===== src/rtl/ea_gen.sv =====
module ea_gen #(
  parameter int AW    = 16,
  parameter int OFS_W = 8
) (
  input  logic          clk,
  input  logic          rst_n,
  input  logic          req_valid,
  input  logic [2:0]    mode,
  input  logic [AW-1:0] base_val,
  input  logic [AW-1:0] addr_field,
  input  logic [AW-1:0] next_pc,
  input  logic          step_two,
  output logic          out_valid,
  output logic [AW-1:0] ea,
  output logic [AW-1:0] base_new,
  output logic          base_we
);

  localparam int EXT = AW - OFS_W;
  localparam logic [2:0] M_ABS  = 3'd0;
  localparam logic [2:0] M_IND  = 3'd1;
  localparam logic [2:0] M_REL  = 3'd2;
  localparam logic [2:0] M_PCR  = 3'd3;
  localparam logic [2:0] M_INC  = 3'd4;
  localparam logic [2:0] M_DEC  = 3'd5;

  logic [AW-1:0] ofs, step, inc_v, dec_v;
  logic [AW-1:0] ea_c, bn_c;
  logic          we_c;

  assign ofs   = {{EXT{addr_field[OFS_W-1]}}, addr_field[OFS_W-1:0]};
  assign step  = step_two ? AW'(2) : AW'(1);
  assign inc_v = base_val + step;
  assign dec_v = base_val - step;

  always_comb begin
    ea_c = addr_field;
    bn_c = base_val;
    we_c = 1'b0;
    case (mode)
      M_ABS: ea_c = addr_field;
      M_IND: ea_c = base_val;
      M_REL: ea_c = base_val + ofs;
      M_PCR: ea_c = next_pc + ofs;
      M_INC: begin
        ea_c = base_val;
        bn_c = inc_v;
        we_c = 1'b1;
      end
      M_DEC: begin
        ea_c = dec_v;
        bn_c = dec_v;
        we_c = 1'b1;
      end
      default: ea_c = addr_field;
    endcase
  end

  always_ff @(posedge clk) begin
    if (!rst_n) begin
      out_valid <= 1'b0;
      base_we   <= 1'b0;
      ea        <= '0;
      base_new  <= '0;
    end else begin
      out_valid <= req_valid;
      base_we   <= req_valid & we_c;
      if (req_valid) begin
        ea       <= ea_c;
        base_new <= bn_c;
      end
    end
  end

endmodule


===== config.mk =====
export PLATFORM = sky130hd
export DESIGN_NAME = ea_gen
export DESIGN_NICKNAME = d
export VERILOG_FILES = /design/src/rtl/ea_gen.sv
export SDC_FILE = /design/constraint.sdc
export NUM_CORES = 1
export LEC_CHECK = 0
export BUFFER_PORTS_ARGS = -buffer_cell sky130_fd_sc_hd__buf_4
export CORE_ASPECT_RATIO = 0.7
export CORE_MARGIN = 2
export CORE_UTILIZATION = 40
export DETAILED_ROUTE_END_ITERATION = 6
export GPL_TIMING_DRIVEN = 1
export PLACE_DENSITY_LB_ADDON = 0.1
export SETUP_SLACK_MARGIN = 0.05
export SYNTH_ARGS = -nofsm -noshare
export SYNTH_HDL_FRONTEND = slang
export SYNTH_SLANG_ARGS = --single-unit

===== constraint.sdc =====
create_clock -name clk -period 3.2 [get_ports clk]
set_input_delay 0 -clock clk [delete_from_list [all_inputs] [get_ports clk]]
set_output_delay 0 -clock clk [all_outputs]
set_load 0.005 [all_outputs]

==> flow_metrics.tcl <==
set metrics [dict create \
    outcome "complete, no violations" \
    yosysWarningCount 0 \
    worstSetupEndpointType "register" \
    count_of_different_cell_masters_after_synthesis 61 \
    synth-main-ff-cell "sky130_fd_sc_hd__dfxtp_1" \
    rsz0062_at_grt "false" \
    io_pins 89 \
    r2r.worst_path.cells 4 \
    critical_path_required_ns 3.36 \
    final_layout_size_suffix_gt1_share_pct 24.1 \
    post-route-worst-setup-slack_ns 0.695 \
    wl_per_cell_um 19.4 \
    insertedDiodeCount 0 \
    dpl_worst_slack_ns 0.445 \
    met1_track_demand_over_resource_pct 40.0 \
    worstSetupStartpoint "mode[1]" \
    die_width_um 116 \
    post_cts_resize_count 0 \
    busiest_layer_in_global_routing "met2" \
    clk_path_buf_depth 2 \
    fin_worst_skew_ns 0 \
    max-slew-margin-rel_pct 45.7 \
    finish.net_count 613 \
    fill_cells 860 \
    top_cells_by_count_synth "47 x sky130_fd_sc_hd__nand2_1, 39 x sky130_fd_sc_hd__a21oi_1, 36 x sky130_fd_sc_hd__nor2_1" \
    syn-num-nets 543 \
    peakVddDrop_mv 0.197 \
    r2r_end "ea[15]$_SDFFE_PN0P_" \
    first_pass_grt_wire_length_mm 19.4 \
    clock_sink_count 34 \
    post-cts-setup-buffer-count 0 \
    detailed_place_hpwl_mm 9.50 \
    drc 0 \
    clk_pin_slew_worst_paths_ns 0.06 \
    synth.cell_area_um2 3500 \
    grt_overflow_total 0 \
    gp_congestion 0.931 \
    timing.max_cap.violations 0 \
    min_from "addr_field[0]" \
    min-delay-path-class "in2reg" \
    fp.dieH_um 82.3 \
    detailedRoute.firstIterationViolations 291 \
    num_rows 28 \
    power_per_cell_area_nw_per_um2 356 \
    clock_latency_ns 0.28 \
    synth_enable_flop_cells 0 \
    grt_pass1_vias 3494 \
    core_area_um2 8480 \
    effective_utilization_at_floorplan_pct 41.3 \
    max_freq_mhz 399 \
    final.setup.tns_ns 0 \
    avgSynthCellArea_um2 7.55 \
    io_buffer_count 88 \
    synth_seq_area_share_pct 19.4 \
    final_min_period_over_clock_period_pct 78.3 \
    synth.ff_latch_count 34 \
    clockRootBuffer "sky130_fd_sc_hd__clkbuf_16" \
    met2_usage_pct 41.9 \
    postCtsHoldBufs 0 \
    min_delay_worst_endpoint "ea[0]$_SDFFE_PN0P_" \
    flow.area_growth_from_synthesis_pct 25.0 \
    antenna_violating_nets_post_route 0 \
    grt_max_degree 37 \
    yosysTopAreaCellShare_pct 19.4 \
    count_of_mapped_cells_out_of_synthesis 464 \
    numCtsBuffers 5 \
    setup_violations 0 \
    cts-htree-levels 2 \
    fp.dieArea_um2 9530 \
    power_w 0.00156 \
    timing.reg2reg.setup_slack_ns 2.31 \
    cell_types_occupying_the_most_area_after_synthesis "sky130_fd_sc_hd__dfxtp_1 19%, sky130_fd_sc_hd__ha_1 7.5%, sky130_fd_sc_hd__xnor2_1 7.5%" \
    total_leakage_power_nw 1.79 \
    ys_async_sr_fraction_pct 0 \
    finalHoldViolCount 0 \
    grtUsageMet3_pct 4.09 \
    period_minus_slack_ns 2.50 \
    drv_slew 0 \
    vias_per_cell 5.92 \
    tritoncts "yes" \
    drt_first_pass_iters 5 \
    grt_use_total_pct 26.8 \
    worst_ep_arrival_time_ns 2.67 \
    timing_worst_setup_path_type "in2reg" \
    number_of_antenna_violations_at_the_first_check_in_global_routing 0 \
    startpoint_kind_of_the_worst_setup_timing_path "primary input" \
    synthDominantAreaCellType "sky130_fd_sc_hd__dfxtp_1" \
    min_delay_path_depth 3 \
    path_max_fanout 12 \
    via_count 3879 \
    worst-slew-pin-transition_ns 0.811 \
    routed_wirelength_mm 12.7 \
    post-synth-top-count-cell "sky130_fd_sc_hd__nand2_1" \
    crit-reg2reg-launch "ea[15]$_SDFFE_PN0P_" \
]
==> cell usage in the layout, fill, tap and decap left out, types with 3 or more instances in the layout <==
cell,n
sky130_fd_sc_hd__nand3_1,19
sky130_fd_sc_hd__a211oi_1,13
sky130_fd_sc_hd__a2111oi_0,3
sky130_fd_sc_hd__a21oi_1,39
sky130_fd_sc_hd__fa_1,3
sky130_fd_sc_hd__o21bai_1,3
sky130_fd_sc_hd__xnor2_1,30
sky130_fd_sc_hd__dfxtp_1,34
sky130_fd_sc_hd__nand4b_1,3
sky130_fd_sc_hd__a211o_1,3
sky130_fd_sc_hd__or3_1,5
sky130_fd_sc_hd__nand4_1,6
sky130_fd_sc_hd__clkbuf_16,5
sky130_fd_sc_hd__nor3_1,12
sky130_fd_sc_hd__mux2_2,15
sky130_fd_sc_hd__nor2b_1,6
sky130_fd_sc_hd__inv_1,13
sky130_fd_sc_hd__xor2_1,3
sky130_fd_sc_hd__o22ai_1,5
sky130_fd_sc_hd__a21o_1,5
sky130_fd_sc_hd__nand2_1,47
sky130_fd_sc_hd__nor4_1,4
sky130_fd_sc_hd__buf_4,96
sky130_fd_sc_hd__a311oi_1,3
sky130_fd_sc_hd__a31oi_1,4
sky130_fd_sc_hd__o21ai_0,34
sky130_fd_sc_hd__o21a_1,3
sky130_fd_sc_hd__and3_1,4
sky130_fd_sc_hd__ha_1,21
sky130_fd_sc_hd__mux2i_1,10
sky130_fd_sc_hd__nor2_1,36
sky130_fd_sc_hd__o211ai_1,10
==> where the power goes <==
part / leakage (nW) / internal [W] / switching, W
combinational: 1.44 / 0.000256 / 0.000315
clock: 0.0729 / 0.000309 / 0.000205
sequential: 0.282 / 0.000457 / 0.0000181
total: 1.79 / 0.00102 / 0.000538
==> per-layer routing <==
layer / vias up / share of wire (%)
met4: 0 / 0.56
met2: 196 / 42
li1: 1847 / -
met5: - / 0
met3: 15 / 9.6
met1: 1821 / 48
==> how the worst max path moves through the flow <==
stage,endpoint,slack (ns),cells past startpoint
final,ea[15]$_SDFFE_PN0P_,0.70,12
after global routing,ea[9]$_SDFFE_PN0P_,0.44,12
after CTS,ea[9]$_SDFFE_PN0P_,0.73,12
after detailed placement,ea[9]$_SDFFE_PN0P_,0.44,12
after global placement,ea[9]$_SDFFE_PN0P_,0.53,12
after floorplan,ea[12]$_SDFFE_PN0P_,0.20,14
==> area by class of cell <==
cell class | instances | area (um2) | area share (%)
sequential | 34 | 681 | 15.5
clock inverter | 2 | 12.5 | 0.286
inverter | 14 | 52.6 | 1.20
clock buffer | 6 | 139 | 3.17
timing repair buffer | 96 | 721 | 16.5
multi-input combinational | 383 | 2620 | 59.9
tap | 120 | 150 | 3.43
==> worst max-delay path: stages <==
cell and delay, ns:
sky130_fd_sc_hd__buf_4 0.11, sky130_fd_sc_hd__nor2b_1 0.13, sky130_fd_sc_hd__nand2_1 0.14, sky130_fd_sc_hd__buf_4 0.26, sky130_fd_sc_hd__mux2_2 0.36, sky130_fd_sc_hd__ha_1 0.36
sky130_fd_sc_hd__a21o_1 0.23, sky130_fd_sc_hd__a211o_1 0.31, sky130_fd_sc_hd__a31oi_1 0.35, sky130_fd_sc_hd__a22oi_1 0.18, sky130_fd_sc_hd__xnor2_1 0.16, sky130_fd_sc_hd__o21ai_0 0.08
==> state kept, by name, indices dropped and copies added, names as in the netlist <==
register / count
out_valid: 1
ea: 16
base_we: 1
base_new: 16
==> kinds of logic after synthesis <==
group / Yosys count / share of synthesized area (%)
AND/OR/NAND/NOR: 153 / 21.6
AO/OA/AOI/OAI: 148 / 28.2
buffers and inverters: 47 / 5.68
flip-flops: 34 / 19.4
XOR/XNOR: 33 / 8.25
multiplexers: 25 / 7.68
adder cells (fa/ha/maj): 24 / 9.22
==> metrics by stage <==
step                instances  hold WS (ns)  instance area [um2]  util, %
floorplan                 464         0.169                 3500        -
global placement          647         0.319                 4230     49.9
detailed placement        647         0.307                 4230     49.9
CTS                       655        0.0180                 4380     51.6
global route              655        0.0330                 4380     51.6
finish                    655        0.0228                 4380     51.6
(Power assumes the default switching activity.)
